### config.mk
export PLATFORM = sky130hd
export DESIGN_NAME = mstep_unit
export DESIGN_NICKNAME = d
export VERILOG_FILES = /design/src/rtl/mstep_pkg.sv /design/src/rtl/mstep_shift.sv /design/src/rtl/mstep_adder.sv /design/src/rtl/mstep_yreg.sv /design/src/rtl/mstep_unit.sv
export SDC_FILE = /design/constraint.sdc
export NUM_CORES = 1
export LEC_CHECK = 0
export BUFFER_PORTS_ARGS = -buffer_cell sky130_fd_sc_hd__buf_2
export CAP_MARGIN = 20
export CELL_PAD_IN_SITES_DETAIL_PLACEMENT = 0
export CELL_PAD_IN_SITES_GLOBAL_PLACEMENT = 1
export CORE_ASPECT_RATIO = 0.9
export CORE_UTILIZATION = 35
export CTS_BUF_LIST = sky130_fd_sc_hd__clkbuf_2 sky130_fd_sc_hd__clkbuf_4 sky130_fd_sc_hd__clkbuf_8
export DETAILED_ROUTE_END_ITERATION = 10
export GPL_ROUTABILITY_DRIVEN = 1
export PLACE_DENSITY_LB_ADDON = 0.05
export SLEW_MARGIN = 30
export SYNTH_ARGS = -nofsm -noshare
export SYNTH_HDL_FRONTEND = slang
export SYNTH_SLANG_ARGS = --single-unit
### constraint.sdc
create_clock -name clk -period 4.05 [get_ports clk]
set_input_delay 0.405 -clock clk [delete_from_list [all_inputs] [get_ports clk]]
set_output_delay 0.405 -clock clk [all_outputs]
set_load 0.005 [all_outputs]
### src/rtl/mstep_pkg.sv
package mstep_pkg;

   // Condition codes; packed order gives the flag bus layout (3:N 2:Z 1:V 0:C)
   typedef struct packed {
      logic neg;
      logic zero;
      logic ovf;
      logic carry;
   } cc_t;

   localparam int CC_W = $bits(cc_t);

endpackage

### src/rtl/mstep_shift.sv
module mstep_shift
   import mstep_pkg::*;
#(
   parameter int W = 32
) (
   input  logic [W-1:0] pp_i,
   input  logic [W-1:0] mcand_i,
   input  cc_t          cc_i,
   input  logic         y_lsb_i,
   output logic [W-1:0] shifted_o,
   output logic [W-1:0] addend_o,
   output logic         drop_o
);

   logic fill;

   // true sign of the previous sum sits in N^V even when V is set
   assign fill      = cc_i.neg ^ cc_i.ovf;
   assign shifted_o = {fill, pp_i[W-1:1]};
   assign drop_o    = pp_i[0];
   assign addend_o  = y_lsb_i ? mcand_i : '0;

endmodule

### src/rtl/mstep_adder.sv
module mstep_adder
   import mstep_pkg::*;
#(
   parameter int W              = 32,
   parameter bit OVF_FROM_CARRY = 1'b1
) (
   input  logic [W-1:0] a_i,
   input  logic [W-1:0] b_i,
   output logic [W-1:0] sum_o,
   output cc_t          cc_o
);

   logic [W:0] wide;
   logic       ovf;

   assign wide  = {1'b0, a_i} + {1'b0, b_i};
   assign sum_o = wide[W-1:0];

   generate
      if (OVF_FROM_CARRY) begin : g_ovf_carry
         logic cin_top;
         // carry into the top bit recovered from the top sum bit
         assign cin_top = wide[W-1] ^ a_i[W-1] ^ b_i[W-1];
         assign ovf     = cin_top ^ wide[W];
      end else begin : g_ovf_sign
         assign ovf = (a_i[W-1] == b_i[W-1]) && (wide[W-1] != a_i[W-1]);
      end
   endgenerate

   assign cc_o.neg   = wide[W-1];
   assign cc_o.zero  = ~|wide[W-1:0];
   assign cc_o.ovf   = ovf;
   assign cc_o.carry = wide[W];

endmodule

### src/rtl/mstep_yreg.sv
module mstep_yreg #(
   parameter int W = 32
) (
   input  logic         clk,
   input  logic         rst_n,
   input  logic         wr_en_i,
   input  logic [W-1:0] wr_data_i,
   input  logic         shift_en_i,
   input  logic         shift_in_i,
   output logic [W-1:0] y_o
);

   logic [W-1:0] y_q;

   always_ff @(posedge clk or negedge rst_n) begin
      if (!rst_n) begin
         y_q <= '0;
      end else if (wr_en_i) begin
         y_q <= wr_data_i;
      end else if (shift_en_i) begin
         y_q <= {shift_in_i, y_q[W-1:1]};
      end
   end

   assign y_o = y_q;

endmodule

### src/rtl/mstep_unit.sv
module mstep_unit
   import mstep_pkg::*;
#(
   parameter int DATA_W         = 32,
   parameter int OUT_REG        = 1,
   parameter bit OVF_FROM_CARRY = 1'b1
) (
   input  logic              clk,
   input  logic              rst_n,
   input  logic              step_en,
   input  logic [DATA_W-1:0] pp_in,
   input  logic [DATA_W-1:0] mcand_in,
   input  logic              y_wr_en,
   input  logic [DATA_W-1:0] y_wr_data,
   output logic [DATA_W-1:0] y_rd_data,
   output logic [DATA_W-1:0] result_o,
   output logic [3:0]        flags_o
);

   generate
      if (DATA_W < 2) begin : g_bad_width
         $error("mstep_unit: DATA_W must be at least 2");
      end
      if (OUT_REG != 0 && OUT_REG != 1) begin : g_bad_outreg
         $error("mstep_unit: OUT_REG must be 0 or 1");
      end
   endgenerate

   cc_t               cc_q;
   cc_t               cc_next;
   logic [DATA_W-1:0] shifted;
   logic [DATA_W-1:0] addend;
   logic [DATA_W-1:0] sum;
   logic              drop_bit;
   logic [DATA_W-1:0] y_cur;

   mstep_shift #(.W(DATA_W)) u_shift (
      .pp_i      (pp_in),
      .mcand_i   (mcand_in),
      .cc_i      (cc_q),
      .y_lsb_i   (y_cur[0]),
      .shifted_o (shifted),
      .addend_o  (addend),
      .drop_o    (drop_bit)
   );

   mstep_adder #(.W(DATA_W), .OVF_FROM_CARRY(OVF_FROM_CARRY)) u_add (
      .a_i   (shifted),
      .b_i   (addend),
      .sum_o (sum),
      .cc_o  (cc_next)
   );

   mstep_yreg #(.W(DATA_W)) u_y (
      .clk        (clk),
      .rst_n      (rst_n),
      .wr_en_i    (y_wr_en),
      .wr_data_i  (y_wr_data),
      .shift_en_i (step_en),
      .shift_in_i (drop_bit),
      .y_o        (y_cur)
   );

   always_ff @(posedge clk or negedge rst_n) begin
      if (!rst_n) begin
         cc_q <= '0;
      end else if (step_en) begin
         cc_q <= cc_next;
      end
   end

   generate
      if (OUT_REG == 1) begin : g_res_reg
         logic [DATA_W-1:0] res_q;
         always_ff @(posedge clk or negedge rst_n) begin
            if (!rst_n) begin
               res_q <= '0;
            end else if (step_en) begin
               res_q <= sum;
            end
         end
         assign result_o = res_q;
      end else begin : g_res_comb
         assign result_o = sum;
      end
   endgenerate

   assign y_rd_data = y_cur;
   assign flags_o   = cc_q;

endmodule

==> results.md, run 1 <==
* Status: finished with violations
* Failing checks: negative setup slack
* Area delta synth->final at 41.6%
* Leakage at 0.00335 uW
* Total grt overflow at 0
* Data required time of the critical path at 4.34 ns
* Tcrit/Tclk final at 1.01
* Clock Tree Buf Depth at 2
* Element type at the critical path end: flip-flop
* Pwr per Cell Area at 389 nW/um^2
* Core Footprint at 12,900 sq um
* Reg area at 1680 sq um
* Dpl cell area at 6020 sq um
* Final wirelength at 13.4 mm
* GPL Wtd Cong at 0.834
* Worst slew pin tran at 0.745 ns
* Number of global-route vias before repair at 4,416
* Row cnt at 39
* Initial antenna violation count at 0
* Share of layout cells above drive strength 1 at 0.437
* Fill cell count at 1,273
* Beginning of the worst register-to-register path: u_y.y_o[0]
* Worst R2R Setup Slack at -0.03 ns
* H-tree Lvls at 3
* Reg2reg path depth at 14
* Startpoint Class: flip-flop
* DR vias at 4,357
* Syn Std Cell Area at 4680 sq um
* Yosys cell types at 51
* Mux share of post-synthesis cell area at 0.140
* Buffers on Ports at 167
* Largest family of logic cells by synthesized area: compound AO/OA/AOI/OAI gates
* Synth area leader: dfrtp_1
* Part of the power in registers at 0.344
* Final ANT Viol Nets at 0
* Largest net degree at the start of global routing at 71
* Starting DRC count in detailed routing at 160
* Switching share of power at 0.326
* Vias per cell at 4.92
* Internal power at 1740 uW
* VDD IR max at 0.248 mV
* Synth warnings at 0
* Ant diodes at 0
* Hold Buf Count CTS at 0
* Post-route cell area at 6620 sq um
* Max FO, Critical Path at 7
* WHS at 0.0449 ns
* Final setup fails at 1
* Commonest non-fill, non-tap cell in the layout: buf_2
* Placed Cells at 852
* Clock power frac at 0.273
* WL/cell at 15.2 um
* Fin util at 0.514
* Simple-gate share of the synthesized area at 0.158
* Fin. Hold Viols at 0
* Tot Pwr at 2570 uW
* Synth Instances at 492
* Share of the yosys chip area belonging to registers at 0.359
* Die area at 13,800 sq um
* Initial Utilization at 0.363
* Number of synthesized flops with an enable pin at 0
* Final Skew at 0.00592 ns
* Pre-antenna DRT Iters at 4
* Ys async rst share at 1.00
* Die Ht at 112 um
* TritonCTS Sinks at 67
* Syn avg cell area at 9.50 sq um
* Clock-pin slew on the worst setup and hold paths at 0.08 ns
* Fin crit period at 4.08 ns
* Most frequent cells in the layout: buf_2, buf_4, dfrtp_1
* Ranking of synthesized cells by area: dfrtp_1, ha_1, mux2i_1, mux2_2, o21ai_0
* Final std cells w/o fill at 885
* HPWL after detailed placement at 10.1 mm
* CTS tree: yes
* Crit path DAT at 4.37 ns
* GR Util All Layers at 0.202
* RR Endpoint: flags_o[2]
* Max Slew Vio Count at 0
* Main synth FF type: dfrtp_1
* Crit path launch: u_y.y_o[0]
* Number of top-level pins at 168
* CP Class: flip-flop to flip-flop
* Max-cap violations at 0
* DIE WIDTH at 124 um
* Adder-cell share of the synthesized area at 0.0899
* RSZ-0062 raised after global routing: true
* Register bit count reported by yosys at 67
* Setup crit end: flags_o[2]
* CTS Buf Count at 9
* Tightest Hold Check Type: primary input to async pin
* Post-Synth XOR/XNOR Area at 0.0637
* Max Fclk at 0.245 GHz
* Layout Nets at 849
* Detailed-route DRC error count at 0
* Multi-input logic area at 3080 sq um
* Max_slew headroom at 0.504
* Share of power burned in combinational logic at 0.383
* Syn_nets at 625
* Net Sw Power at 838 uW
* First-pass GRT wire length at 21.9 mm
* Top-area cell type share of the netlist area at 0.359
* Final setup margin at -0.0311 ns
* Compound-cell area share of the yosys netlist at 0.162
* Clock latency on the worst-skew pair at 0.36 ns
* CTS Root Cell: clkbuf_8
==> power groups by stage <==
| stage | logic (uW) | clock network [uW] | registers, uW |
|---|---|---|---|
| floorplan | 513 | 0 | 898 |
| global placement | 927 | 0 | 896 |
| detailed placement | 924 | 0 | 900 |
| CTS | 977 | 737 | 889 |
| global route | 1090 | 757 | 904 |
| finish | 986 | 702 | 886 |
==> through the flow <==
step	setup WS, ns	setup TNS, ns
final	-0.0311	-0.0311
after global routing	-0.151	-0.151
after detailed placement	-0.288	-0.288
after floorplan	0.0446	0
after global placement	-0.107	-0.107
after CTS	0.0144	0
==> registers in the layout (all words and copies together), names as in the netlist <==
register,cells
result_o,32
flags_o,3
u_y.y_o,32
==> synthesized netlist by cell type (2+ instances only) <==
library cell  count
o21ai_0          43
ha_1             32
a31oi_1           3
or2_2             2
o211ai_1          3
a21oi_1          29
nand2_1          45
buf_4             2
clkbuf_1         18
and4_1            2
inv_1             8
xor2_1           15
nand2b_1          3
dfrtp_1          67
nand4_1           6
nand3_1           8
nor4_1            2
a211oi_1          2
and2_1           32
nor2b_1           5
o21bai_1          4
mux2_2           26
mux2i_1          36
a21o_1           20
nand3b_1          2
or4_1             2
o31ai_1           2
a2111oi_0         2
buf_1             3
or3_1             4
xnor2_1          19
nor3_1            7
nor2_1           20
==> metal layers <==
| metal | global-route usage | up-vias | wire length (um) |
|---|---|---|---|
| met3 | 0.0471 | 7 | 703 |
| li1 | - | 2213 | - |
| met1 | 0.274 | 2029 | 6490 |
| met4 | 0.0434 | 0 | 120 |
| met2 | 0.325 | 108 | 6130 |
| met5 | 0 | - | 0 |
==> final cells by class <==
type	instances	area share
Timing Repair Buffer	237	0.209
Sequential cell	67	0.253
Multi-Input combinational cell	393	0.465
Inverter	8	0.00454
Tap cell	164	0.0310
Clock buffer	9	0.0187
Clock inverter	7	0.0187
==> critical path: stages, from the launching register on <==
cell       delay (ns)
dfrtp_2          0.49
buf_6            0.16
and2_1           0.13
ha_2             0.18
a21o_1           0.22
o2bb2ai_4        0.15
a311oi_4         0.30
buf_4            0.18
a2111oi_4        0.07
or3_4            0.38
xor2_1           0.16
or4_4            0.51
or4_4            0.43
or4b_1           0.51
o21ai_1          0.15
==> kinds of logic (layout without fill, tap and decap cells) <==
kind of cell               count (synthesis)  count (layout)
AOI/OAI and AO/OA                        120             120
xor gates and xnor gates                  34              34
adders and majority gates                 33              33
buffers and inverters                     32             261
DFF                                       67              67
muxes                                     62              62
and+or+nand+nor                          144             144
==> worst min path at each step <==
| stage | startpoint | end | slack, ns |
|---|---|---|---|
| floorplan | rst_n | flags_o[0] | 0.11 |
| global placement | result_o[23] | result_o[23] | 0.49 |
| detailed placement | rst_n | result_o[26] | 0.46 |
| CTS | rst_n | result_o[26] | 0.05 |
| global route | rst_n | u_y.y_o[25] | 0.08 |
| finish | rst_n | result_o[26] | 0.04 |
==> timing repair <==
action	CTS	global route
pin swaps	24	15
gates cloned	1	0
setup buffers	12	4
endpoints found under the setup margin	1	2
gates resized for setup	32	13
Note: power is estimated with default switching activity, not from simulation.
==> inputs of run 2 (changes only) <==
CORE_UTILIZATION = 41   (was 35)
CTS_BUF_LIST = sky130_fd_sc_hd__clkbuf_4 sky130_fd_sc_hd__clkbuf_8   (was sky130_fd_sc_hd__clkbuf_2 sky130_fd_sc_hd__clkbuf_4 sky130_fd_sc_hd__clkbuf_8)
clock period = 4.8 ns   (was 4.05 ns; I/O delays follow)
==> run 2 against run 1 <==
The run now ends clean. Worst hold slack gained 0.15 ns. Die area shrank 14%. Maximum frequency shrank 7.0%. Flip-flop and latch count is the same. Final area shrank 11%. Clock skew grew 0.0058 ns. Non-clock buffer count shrank 65. First-iteration DRC count shrank 1.3%. Sequential power shrank 16%. Critical endpoint unchanged. Largest cell class unchanged. Highest routed layer unchanged.
==> results.md, run 2 (synthesized netlist as in run 1, its figures left out) <==
* Status: completed
* Final setup fails at 0 (-1)
* Kind of cell adding the most delay to the critical path: simple AND/OR/NAND/NOR gates
* Largest net degree at the start of global routing at 71 (unchanged)
* Data required time of the critical path at 5.09 ns (+0.75 ns)
* Fin. Hold Viols at 0 (unchanged)
* Layout Nets at 784 (-7.7%)
* Crit path top cell by count: or4_1
* Startpoint Class: flip-flop
* Buffers on Ports at 167 (unchanged)
* Most frequent cells in the layout: buf_2, dfrtp_1, nand2_1
* Max Slew Vio Count at 0 (unchanged)
* Number of global-route vias before repair at 3,811 (-14%)
* Core Footprint at 10,900 sq um (-15%)
* Tcrit/Tclk final at 0.914 (-0.0935)
* Number of top-level pins at 168 (unchanged)
* Fin crit period at 4.39 ns (+0.307 ns)
* Initial antenna violation count at 0 (unchanged)
* Vias per cell at 5.11 (+3.8%)
* DR vias at 4,131 (-5.2%)
* CTS Buf Count at 9 (unchanged)
* Setup TNS at 0 ns (+0.0311 ns)
* Starting DRC count in detailed routing at 158 (-1.3%)
* CTS tree: yes
* Max_slew headroom at 0.504 (+0.000796)
* Clock-pin slew on the worst setup and hold paths at 0.08 ns (about the same)
* H-tree Lvls at 3 (unchanged)
* Initial Utilization at 0.427 (+0.0642)
* VDD IR max at 0.218 mV (-12%)
* Worst slew pin tran at 0.743 ns (-0.00119 ns)
* GR Util All Layers at 0.209 (+0.00674)
* Hold Buf Count CTS at 0 (unchanged)
* Ant diodes at 0 (unchanged)
* RR Endpoint: flags_o[2]
* Cell depth of the worst setup path at 14 (unchanged)
* Final Skew at 0.0117 ns (+0.00582 ns)
* Die area at 11,800 sq um (-14%)
* Worst path bufs/invs at 0 (-2)
* HPWL after detailed placement at 9.10 mm (-10%)
* Share of layout cells above drive strength 1 at 0.338 (-0.0985)
* Reg2reg path depth at 14 (unchanged)
* Max Fclk at 0.228 GHz (-7.0%)
* First-pass GRT wire length at 19.2 mm (-12%)
* Pre-antenna DRT Iters at 5 (+1)
* Worst R2R Setup Slack at 0.41 ns (+0.44 ns)
* WL/cell at 14.9 um (-2.1%)
* Commonest non-fill, non-tap cell in the layout: buf_2
* Final wirelength at 12.0 mm (-11%)
* Leakage at 0.00301 uW (-10%)
* RSZ-0062 raised after global routing: false
* Crit path DAT at 4.67 ns (+0.30 ns)
* Clock latency on the worst-skew pair at 0.36 ns (about the same)
* Pwr per Cell Area at 339 nW/um^2 (-13%)
* Post-CTS Setup Repair Bufs at 0 (-12)
* Max FO, Critical Path at 21 (+14)
* Detailed-route DRC error count at 0 (unchanged)
* Crit path launch: u_y.y_o[0]
* Max incr delay on CP at 0.54 ns (+0.03 ns)
* WHS at 0.200 ns (+0.155 ns)
* Area delta synth->final at 25.9%
* Element type at the critical path end: flip-flop
* CTS Root Cell: clkbuf_8
* CP max-delay cell: or4_1
* Clock Tree Buf Depth at 2 (unchanged)
* Total grt overflow at 0 (unchanged)
* TritonCTS Sinks at 67 (unchanged)
* Tot Pwr at 2000 uW (-22%)
* Setup crit end: flags_o[2]
* Max-cap violations at 0 (unchanged)
* Final ANT Viol Nets at 0 (unchanged)
* Beginning of the worst register-to-register path: u_y.y_o[0]
* Row cnt at 36 (-7.7%)
* Die Ht at 103 um (-7.5%)
* Tightest Hold Check Type: primary input to async pin
* GPL Wtd Cong at 0.835 (about the same)
* DIE WIDTH at 115 um (-7.5%)
* CP Class: flip-flop to flip-flop
* CP Cell Sequence: and2_1, ha_1, fa_1, a21o_1, nand4_1, a21boi_0, o211ai_1, a21oi_1, nor2b_1, xnor2_1, or4_1, or4_1, or4b_1, o21ai_1
run 2: metal layers:
metal	share of wire	routed length, um	GRT usage
met1	0.49	5830	0.288
met2	0.44	5310	0.318
met3	0.061	729	0.0612
met4	0.012	144	0.0609
met5	0	0	0
run 2: worst min path at each step:
stage,start,endpoint,cells past startpoint
after global placement,result_o[30],result_o[30],1
after global routing,rst_n,result_o[26],2
after detailed placement,result_o[13],result_o[13],1
after CTS,y_wr_data[2],u_y.y_o[2],3
after floorplan,rst_n,flags_o[0],0
final,rst_n,result_o[25],2
run 2: what timing repair did:
action,in CTS,in global routing
setup endpoints to repair,0,1
gates resized for setup,0,1
endpoints found under the hold margin,0,0
run 2: through the flow:
step	util	area (sq um)	setup WS, ns	std cells
2_1_floorplan	-	4680	0.795	492
3_3_place_gp	0.516	5640	0.450	792
3_5_place_dp	0.516	5650	0.248	792
4_1_cts	0.537	5880	0.216	808
5_1_grt	0.538	5890	0.0436	808
6_report	0.538	5890	0.412	808
run 2: layout make-up:
class	instances	area [sq um]
sequential	67	1680
timing repair buffer	172	886
multi-input combinational	393	2870
inverter	8	30.0
clock buffer	12	159
fill	1096	5060
clock inverter	4	72.6
tap	152	190
run 2: worst register-to-register path: stages (launching register included):
cell      delay, ns
dfrtp_2        0.53
and2_1         0.19
ha_1           0.20
fa_1           0.41
a21o_1         0.21
nand4_1        0.10
a21boi_0       0.12
o211ai_1       0.26
a21oi_1        0.16
nor2b_1        0.28
xnor2_1        0.11
or4_1          0.52
or4_1          0.54
or4b_1         0.53
o21ai_1        0.14
run 2: report_power, final:
| part | leakage (uW) | internal, uW | total (uW) | switching, uW |
|---|---|---|---|---|
| Sequential | 0.000798 | 673 | 745 | 71.9 |
| Clock | 0.000116 | 326 | 552 | 226 |
| Combinational | 0.00209 | 347 | 697 | 350 |
| Total | 0.00301 | 1350 | 2000 | 649 |
